==> config.mk <==
export PLATFORM = sky130hd
export DESIGN_NAME = alu_flags4
export DESIGN_NICKNAME = d
export VERILOG_FILES = /design/src/rtl/alu_pkg.sv /design/src/rtl/alu_ctrl.sv /design/src/rtl/alu_bit_cell.sv /design/src/rtl/alu_datapath.sv /design/src/rtl/alu_flags4.sv
export SDC_FILE = /design/constraint.sdc
export NUM_CORES = 1
export LEC_CHECK = 0
export ABC_AREA = 0
export BUFFER_PORTS_ARGS = -buffer_cell sky130_fd_sc_hd__buf_4
export CAP_MARGIN = 20
export CORE_AREA = 2 2 39 41
export DETAILED_ROUTE_END_ITERATION = 7
export DIE_AREA = 0 0 41 43
export PLACE_DENSITY = 0.54
export SLEW_MARGIN = 20
export SYNTH_ARGS = -nofsm -noshare
export SYNTH_HDL_FRONTEND = slang
export SYNTH_SLANG_ARGS = --single-unit
export TNS_END_PERCENT = 50
==> constraint.sdc <==
create_clock -name vclk -period 11.7
set_clock_uncertainty 0.15 [all_clocks]
set_input_delay 2.925 -clock vclk [all_inputs]
set_output_delay 2.925 -clock vclk [all_outputs]
set_load 0.05 [all_outputs]
==> src/rtl/alu_pkg.sv <==
package alu_pkg;

  // Strobes sent from the select decoder to the adder datapath
  typedef struct packed {
    logic passA;      // feed A unchanged to adder input X
    logic gateA;      // feed A gated by (optionally inverted) B to X
    logic invertB;    // use ~B in the gating term
    logic passB;      // feed B to adder input Y
    logic killCarry;  // force every internal carry to zero
    logic carryIn;    // adder carry into bit 0
  } alu_strobe_t;

endpackage

==> src/rtl/alu_ctrl.sv <==
module alu_ctrl
  import alu_pkg::*;
(
  input  logic [2:0]  sel,
  output alu_strobe_t strobe
);

  logic isLogic;

  always_comb begin
    isLogic          = sel[1];
    strobe.passA     = ~isLogic;
    strobe.gateA     = isLogic;
    strobe.invertB   = isLogic & sel[2];
    strobe.passB     = sel[2];
    strobe.killCarry = isLogic;
    strobe.carryIn   = sel[0] & ~isLogic;
  end

endmodule

==> src/rtl/alu_bit_cell.sv <==
module alu_bit_cell
  import alu_pkg::*;
(
  input  logic        aBit,
  input  logic        bBit,
  input  logic        cIn,
  input  alu_strobe_t strobe,
  output logic        sumBit,
  output logic        cOut
);

  logic bTerm;
  logic xIn;
  logic yIn;
  logic genCarry;

  always_comb begin
    bTerm    = strobe.invertB ? ~bBit : bBit;
    if (strobe.passA)      xIn = aBit;
    else if (strobe.gateA) xIn = aBit & bTerm;
    else                   xIn = 1'b0;
    yIn      = strobe.passB & bBit;
    sumBit   = xIn ^ yIn ^ cIn;
    genCarry = (xIn & yIn) | (cIn & (xIn ^ yIn));
    cOut     = strobe.killCarry ? 1'b0 : genCarry;
  end

endmodule

==> src/rtl/alu_datapath.sv <==
module alu_datapath
  import alu_pkg::*;
#(
  parameter int WIDTH = 4
) (
  input  logic [WIDTH-1:0] opA,
  input  logic [WIDTH-1:0] opB,
  input  alu_strobe_t      strobe,
  output logic [WIDTH-1:0] result,
  output logic             flagZero,
  output logic             flagCarry,
  output logic             flagOverflow,
  output logic             flagNeg
);

  localparam int TOP = WIDTH - 1;

  logic [WIDTH:0] carryVec;

  assign carryVec[0] = strobe.carryIn;

  for (genvar i = 0; i < WIDTH; i++) begin : g_bit
    alu_bit_cell u_cell (
      .aBit   (opA[i]),
      .bBit   (opB[i]),
      .cIn    (carryVec[i]),
      .strobe (strobe),
      .sumBit (result[i]),
      .cOut   (carryVec[i+1])
    );
  end

  assign flagZero     = ~|result;
  assign flagNeg      = result[TOP];
  assign flagCarry    = carryVec[WIDTH];
  assign flagOverflow = carryVec[WIDTH] ^ carryVec[TOP];

endmodule

==> src/rtl/alu_flags4.sv <==
module alu_flags4
  import alu_pkg::*;
#(
  parameter int WIDTH = 4
) (
  input  logic [WIDTH-1:0] opA,
  input  logic [WIDTH-1:0] opB,
  input  logic [2:0]       sel,
  output logic [WIDTH-1:0] result,
  output logic             flagZero,
  output logic             flagCarry,
  output logic             flagOverflow,
  output logic             flagNeg
);

  alu_strobe_t strobe;

  alu_ctrl u_ctrl (
    .sel    (sel),
    .strobe (strobe)
  );

  alu_datapath #(.WIDTH(WIDTH)) u_dp (
    .opA          (opA),
    .opB          (opB),
    .strobe       (strobe),
    .result       (result),
    .flagZero     (flagZero),
    .flagCarry    (flagCarry),
    .flagOverflow (flagOverflow),
    .flagNeg      (flagNeg)
  );

endmodule

==> out/metrics.cfg, run 1 <==
[placement]
place_inst = 62
port_buffers = 19
hpwl_microns = 452.3
gp_congestion = 0.7016
post-place-ws_ns = 2.856
dpl_cell_area_sq_um = 381.6

[clocking]
cts-hold-fix-buffers = 0
ctsResizeCount = 0
post_cts_buffers = 0

[setup_path]
cp.arrival_ns = 5.76
start_kind = input pin
end_kind = output port
worstPathMaxFanout = 8
crit_type = input pin to output port
worstPathRequired_ns = 8.63

[detailed_routing]
routed_via_density = 3.758
drt.antenna.violating_nets = 0
drc = 0
postRouteWirelength_microns = 491
dr.pass1.iters = 1
first_iter_violations = 0
via_count = 233
wl_per_cell_microns = 7.919

[sta]
slew_headroom_pct = 85.40
fmax_ghz = 0.1132
post-route-period-util_pct = 75.52
worstMarginPinSlew_ns = 0.2170
hold-worst-slack_ns = 6.051
setup_tns_ns = 0
layout_setup_ws_ns = 2.864
rsz0062_at_grt = no
finalCriticalPeriod_ns = 8.836
maxSlewViolCount = 0
hold_viol = 0
setup_viol = 0

[min_path]
worstHoldPathCells = 3
hold_path.class = input pin to output port
hp-start = sel[1]
holdPathEnd = flagOverflow

[floorplanning]
core_sq_mm = 0.001384
io_pins = 19
fp-row-count = 14
die_w_microns = 41
dieArea_sq_mm = 0.001763
fp.dieH_microns = 43
start_util_pct = 18.81

[synthesis]
avgSynthCellArea_sq_um = 8.133
syn_area_sq_um = 260.3
synthCells = 32
yosysSeqAreaShare_pct = 0
yosys.cell_types.count = 14
syn_nets = 47
yosysWarnings = 0

[global_route]
grt.overflow.total = 0
track_usage_pct = 4.728
grt_max_degree = 9
antenna_found_initial = 0
grt_pass1_wl_microns = 614
first_global_vias = 162

[final_layout]
final_net_count = 63
seq_cell_count = 0
area_growth_pct = 46.63
drive_above_1_share_pct = 47.83
diodes = 0
clkbuf_count = 0
ff_latch_area_sq_um = 0
stdcell_count = 62
final_cell_mix = buf_4 (19), fa_1 (4), inv_1 (3), xnor2_1 (3), nand2_1 (3)
layout_commonest_cell = buf_4
final_cell_area_sq_um = 381.6
final_util_pct = 27.58

[power]
max-vdd-ir-drop_uv = 21.16
power_leakage_nw = 0.1846
power.density_mw_per_mm2 = 81.38
p_total_mw = 0.03106

[flow_run]
cap_violations = 0

[run_status]
outcome = completed

[worst max-delay path, stage by stage]
cell,delay [ns]
buf_4,0.15
xnor2_1,0.13
a21boi_1,0.20
fa_1,0.20
nor2b_1,0.16
fa_1,0.18
nand2_1,0.06
fa_1,0.40
or2_2,0.30
fa_1,0.49
inv_1,0.06
nor4_1,0.26
buf_4,0.24
[kinds of logic (layout without fill, tap and decap cells)]
family                     Yosys count  after routing  synth area share [%]
and+or+nand+nor                     11             11                 22.60
buffers and inverters                8             22                 20.19
xor gates and xnor gates             5              5                 16.83
adders and majority gates            4              4                 30.77
AOI/OAI and AO/OA                    4              4                 9.614
[where the power goes]
part	leakage (nW)	internal (mW)	switching [mW]	total (mW)
clock network	0	0	0	0
logic	0.185	0.0109	0.0202	0.0311
registers	0	0	0	0
total	0.185	0.0109	0.0202	0.0311
[routing by layer]
metal / wire length [microns] / vias up / part of all wire, % / global-route usage [%]
met4: 0 / 0 / 0 / 0
met1: 222 / 96 / 45 / 8.091
li1: - / 122 / - / -
met3: 75 / 0 / 15 / 0
met5: 0 / - / 0 / 0
met2: 193 / 15 / 39 / 6.875
[worst max path at each step]
stage          startpoint  depth (start not counted)  slack [ns]  endpoint
2_1_floorplan      sel[2]                         12        1.76  flagZero
4_1_cts            sel[2]                         13        2.85  flagZero
6_report           sel[2]                         13        2.86  flagZero
5_1_grt            sel[2]                         13        2.72  flagZero
3_5_place_dp       sel[2]                         13        2.86  flagZero
3_3_place_gp       sel[2]                         13        2.87  flagZero
[synth_stat cells (all sizes together)]
cell / number / area (sq um)
xnor2: 3 / 26.28
nand2: 3 / 11.26
and2: 2 / 15.01
xor2: 2 / 17.52
inv: 3 / 11.26
nor2b: 2 / 12.51
nor4: 1 / 6.260
buf: 5 / 41.29
a21boi: 2 / 15.01
or2: 1 / 6.260
o21ai: 2 / 10.01
fa: 4 / 80.08
nor2: 2 / 7.510
[final cells by class]
cell class	instances	area, sq um
fillers	163	1002
multi-input cells	24	207.7
repair buffers	19	142.6
well taps	16	20.02
inverters	3	11.26
(Power assumes the default switching activity.)
==> run 2, diff against run 1 <==
- clock period: 11.7 -> 9.15 ns (I/O delays scaled with it)
==> run 2 against run 1 <==
Effect of this change:
- cell area did not move
- critical path depth is the same
- hold slack worse by 1.3 ns
- combinational power rose by 27%
- highest routed layer unchanged
- sequential cell count stayed put
==> out/metrics.cfg, run 2 (synthesis gave the netlist of run 1 again) <==
[global_route]
grt_pass1_wl_microns = 662  ; was 614 microns
track_usage_pct = 5.035  ; was 4.728%
first_global_vias = 171  ; was 162
antenna_found_initial = 0  ; unchanged
grt_max_degree = 9  ; unchanged
grt.overflow.total = 0  ; unchanged

[floorplanning]
fp-row-count = 14  ; unchanged
start_util_pct = 18.81  ; unchanged
core_sq_mm = 0.001384  ; unchanged
die_w_microns = 41  ; unchanged
fp.dieH_microns = 43  ; unchanged
io_pins = 19  ; unchanged
dieArea_sq_mm = 0.001763  ; unchanged

[placement]
dpl_cell_area_sq_um = 381.6  ; unchanged
hpwl_microns = 466.5  ; was 452.3 microns
gp_congestion = 0.7059  ; was 0.7016
port_buffers = 19  ; unchanged

[sta]
maxSlewViolCount = 0  ; unchanged
finalCriticalPeriod_ns = 7.566
rsz0062_at_grt = no  ; unchanged
hold_viol = 0  ; unchanged
setup_viol = 0  ; unchanged
slew_headroom_pct = 85.29  ; was 85.40%
worstMarginPinSlew_ns = 0.2187  ; was 0.2170 ns
fmax_ghz = 0.1322
post-route-period-util_pct = 82.69
setup_tns_ns = 0  ; unchanged

[power]
power_leakage_nw = 0.1846  ; unchanged
power.density_mw_per_mm2 = 103.6  ; was 81.38 mW/mm^2
max-vdd-ir-drop_uv = 28.51  ; was 21.16 uV

[min_path]
hold_path.class = input pin to output port  ; unchanged

[setup_path]
crit_type = input pin to output port  ; unchanged
cp_slowest_cell = fa_1  ; unchanged
start_kind = input pin  ; unchanged
cp.arrival_ns = 5.13  ; was 5.76 ns
end_kind = output port  ; unchanged
max_stage_delay_ns = 0.50  ; was 0.49 ns
cp_num_buf_inv = 3  ; unchanged
path_cells = buf_4 -> xnor2_1 -> a21boi_1 -> fa_1 -> nor2b_1 -> fa_1 -> nand2_1 -> fa_1 -> or2_2 -> fa_1 -> inv_1 -> nor4_1 -> buf_4  ; unchanged
worstPathMaxFanout = 8  ; unchanged
worstPathRequired_ns = 6.71  ; was 8.63 ns
crit_family = adder cells  ; unchanged
crit_path_frequent_cell = fa_1  ; unchanged

[final_layout]
final_cell_mix = buf_4 (19), fa_1 (4), inv_1 (3), xnor2_1 (3), nand2_1 (3)  ; unchanged
diodes = 0  ; unchanged
layout_commonest_cell = buf_4  ; unchanged
final_net_count = 63  ; unchanged
multi_input_area_sq_um = 207.7  ; unchanged
filler_cell_count = 156  ; was 163
ff_latch_area_sq_um = 0  ; unchanged
seq_cell_count = 0  ; unchanged
final_cell_area_sq_um = 381.6  ; unchanged
drive_above_1_share_pct = 47.83  ; unchanged
area_growth_pct = 46.63  ; unchanged
clkbuf_count = 0  ; unchanged

[detailed_routing]
drt.antenna.violating_nets = 0  ; unchanged
via_count = 236  ; was 233
dr.pass1.iters = 4  ; was 1
postRouteWirelength_microns = 504  ; was 491 microns
wl_per_cell_microns = 8.129  ; was 7.919 microns
routed_via_density = 3.806  ; was 3.758
first_iter_violations = 1  ; was 0
drc = 0  ; unchanged

[clocking]
ctsResizeCount = 0  ; unchanged
post_cts_buffers = 0  ; unchanged
cts-hold-fix-buffers = 0  ; unchanged

[flow_run]
cap_violations = 0  ; unchanged

[run_status]
outcome = completed  ; unchanged

## run 2: worst paths after layout
check	end	slack, ns	start	depth (start not counted)
worst max-delay path	flagZero	1.58	sel[2]	13
worst min-delay path	flagCarry	4.77	sel[1]	3
## run 2: where the power goes
| part | total, mW | switching [mW] | internal (mW) |
|---|---|---|---|
| registers | 0 | 0 | 0 |
| clock network | 0 | 0 | 0 |
| logic | 0.0396 | 0.0257 | 0.0138 |
## run 2: metrics by stage
| stage | utilization [%] | hold WS, ns | cells | total power [mW] | setup slack (ns) |
|---|---|---|---|---|---|
| 6_report | 27.58 | 4.775 | 62 | 0.03955 | 1.584 |
| 5_1_grt | 27.58 | 4.791 | 62 | 0.04242 | 1.443 |
| 4_1_cts | 27.58 | 4.781 | 62 | 0.04013 | 1.571 |
| 3_5_place_dp | 27.58 | 4.779 | 62 | 0.04011 | 1.575 |
| 3_3_place_gp | 27.58 | 4.778 | 62 | 0.03979 | 1.581 |
| 2_1_floorplan | - | 4.601 | 32 | 0.03155 | 0.4807 |
## run 2: cell type report
| type | instances | share of cell area [%] |
|---|---|---|
| Multi-Input combinational cell | 24 | 54.43 |
| Timing Repair Buffer | 19 | 37.38 |
| Tap cell | 16 | 5.246 |
| Inverter | 3 | 2.951 |
## run 2: metal layers
metal  global-route usage (%)  vias up  wire [microns]
met2                    7.500       15             203
met1                    8.117       98             230
li1                         -      123               -
met3                   0.5236        0              70
met5                        0        -               0
met4                        0        0               0
==> run 3, diff against run 2 <==
- PLACE_DENSITY: 0.54 -> 0.55
- clock period: 9.15 -> 6.1 ns (I/O delays scaled with it)
==> run 3 against run 2 <==
Effect of this change:
- cell area increased by 3.9%
- wire length increased by 11%
- final cell count unchanged
- total power increased by 61%
- worst setup slack got worse by 1.4 ns
- hold slack got worse by 1.5 ns
- first-iteration DRC count increased by 100%
- via count increased by 0.85%
- die area unchanged
- critical path type unchanged
- largest power group unchanged
==> out/metrics.cfg, run 3 (synthesis gave the netlist of run 1 again) <==
[final_layout]
final_cell_area_sq_um = 396.6  ; was 381.6 sq um
clkbuf_count = 0  ; unchanged
final_cell_mix = buf_4 (19), fa_1 (4), inv_1 (3), xnor2_1 (3), nand2_1 (3)  ; unchanged
area_growth_pct = 52.40  ; was 46.63%
filler_cell_count = 164  ; was 156
seq_cell_count = 0  ; unchanged
drive_above_1_share_pct = 50.00  ; was 47.83%
ff_latch_area_sq_um = 0  ; unchanged
final_net_count = 63  ; unchanged
layout_commonest_cell = buf_4  ; unchanged
diodes = 0  ; unchanged

[detailed_routing]
drc = 0  ; unchanged
wl_per_cell_microns = 9.048  ; was 8.129 microns
routed_via_density = 3.839  ; was 3.806
drt.antenna.violating_nets = 0  ; unchanged
via_count = 238  ; was 236
first_iter_violations = 2  ; was 1
dr.pass1.iters = 3  ; was 4
postRouteWirelength_microns = 561  ; was 504 microns

[floorplanning]
io_pins = 19  ; unchanged
start_util_pct = 18.81  ; unchanged
core_sq_mm = 0.001384  ; unchanged
fp.dieH_microns = 43  ; unchanged
dieArea_sq_mm = 0.001763  ; unchanged
fp-row-count = 14  ; unchanged
die_w_microns = 41  ; unchanged

[power]
power_switching_mw = 0.04153  ; was 0.02572 mW
intPower_mw = 0.02210  ; was 0.01384 mW
power_leakage_nw = 0.1866  ; was 0.1846 nW
p_total_mw = 0.06363  ; was 0.03955 mW
power.density_mw_per_mm2 = 160.4  ; was 103.6 mW/mm^2
swShare_pct = 65.27  ; was 65.02%
clock_power_share_pct = 0  ; about the same
max-vdd-ir-drop_uv = 41.51  ; was 28.51 uV
power_frac_seq_pct = 0  ; about the same
pwr-share-comb_pct = 100.0  ; about the same

[setup_path]
worstPathRequired_ns = 4.43  ; was 6.71 ns
end_kind = output port  ; unchanged
start_kind = input pin  ; unchanged
crit_start = sel[2]  ; unchanged
worstPathMaxFanout = 8  ; unchanged
endpoint = flagZero  ; unchanged
crit_type = input pin to output port  ; unchanged
cp.arrival_ns = 4.23  ; was 5.13 ns

[min_path]
worstHoldPathCells = 3  ; unchanged
hold_path.class = input pin to output port  ; unchanged

[sta]
fmax_ghz = 0.1694
setup_tns_ns = 0  ; unchanged
worstMarginPinSlew_ns = 0.2010  ; was 0.2187 ns
finalCriticalPeriod_ns = 5.903
slew_headroom_pct = 86.51  ; was 85.29%
post-route-period-util_pct = 96.76
maxSlewViolCount = 0  ; unchanged
hold_viol = 0  ; unchanged
setup_viol = 0  ; unchanged
rsz0062_at_grt = no  ; unchanged

[clocking]
cts-hold-fix-buffers = 0  ; unchanged
post_cts_buffers = 0  ; unchanged
ctsResizeCount = 0  ; unchanged

[flow_run]
cap_violations = 0  ; unchanged

[global_route]
first_global_vias = 204  ; was 171
antenna_found_initial = 0  ; unchanged
track_usage_pct = 6.137  ; was 5.035%
grt.overflow.total = 0  ; unchanged
grt_pass1_wl_microns = 793  ; was 662 microns
grt_max_degree = 9  ; unchanged

[placement]
gp_congestion = 0.6906  ; was 0.7059
port_buffers = 19  ; unchanged
hpwl_microns = 512.7  ; was 466.5 microns
dpl_cell_area_sq_um = 396.6  ; was 381.6 sq um

[run_status]
outcome = completed  ; unchanged

==> run 3: changes by cell type in the layout (fill, tap and decap cells not counted) <==
cell,change
nor4_1,-1
nor4_4,+1
==> run 3: how the worst min path moves through the flow <==
stage / from / to / slack, ns
6_report: sel[1] / flagOverflow / 3.25
5_1_grt: sel[1] / flagOverflow / 3.27
4_1_cts: sel[1] / flagOverflow / 3.25
3_5_place_dp: sel[1] / flagOverflow / 3.25
3_3_place_gp: sel[1] / flagOverflow / 3.25
2_1_floorplan: sel[1] / flagCarry / 3.08
==> run 3: power groups by stage <==
stage          clock (mW)  sequential [mW]  combinational, mW
4_1_cts                 0                0             0.0645
5_1_grt                 0                0             0.0685
6_report                0                0             0.0636
2_1_floorplan           0                0             0.0512
3_3_place_gp            0                0             0.0635
3_5_place_dp            0                0             0.0644
==> run 3: metal layers <==
metal / track usage (%) / routed length [microns] / vias up
met1: 8.414 / 228 / 102
met2: 10.31 / 250 / 14
met5: 0 / 0 / -
li1: - / - / 122
met4: 0 / 0 / 0
met3: 1.047 / 83 / 0
==> run 3: cell type report <==
cell class | count | area [sq um] | area share (%)
Multi-Input combinational cell | 24 | 222.7 | 56.15
Inverter | 3 | 11.26 | 2.839
Timing Repair Buffer | 19 | 142.6 | 35.96
Tap cell | 16 | 20.02 | 5.047
==> run 3: worst max-delay path, cell delays in order <==
cell and delay (ns):
buf_4 0.15, xnor2_1 0.12, a21boi_1 0.20, fa_1 0.20
nor2b_1 0.15, fa_1 0.17, nand2_1 0.06, fa_1 0.40
or2_2 0.30, fa_1 0.50, inv_1 0.08, nor4_4 0.13
buf_4 0.23
==> run 3: stage by stage <==
step | worst slack [ns] | hold WS [ns] | util [%] | cells
2_1_floorplan | -0.05263 | 3.076 | - | 32
6_report | 0.1974 | 3.252 | 28.66 | 62
4_1_cts | 0.1716 | 3.255 | 28.66 | 62
3_5_place_dp | 0.1752 | 3.253 | 28.66 | 62
5_1_grt | 0.002878 | 3.272 | 28.66 | 62
3_3_place_gp | 0.1932 | 3.254 | 28.66 | 62
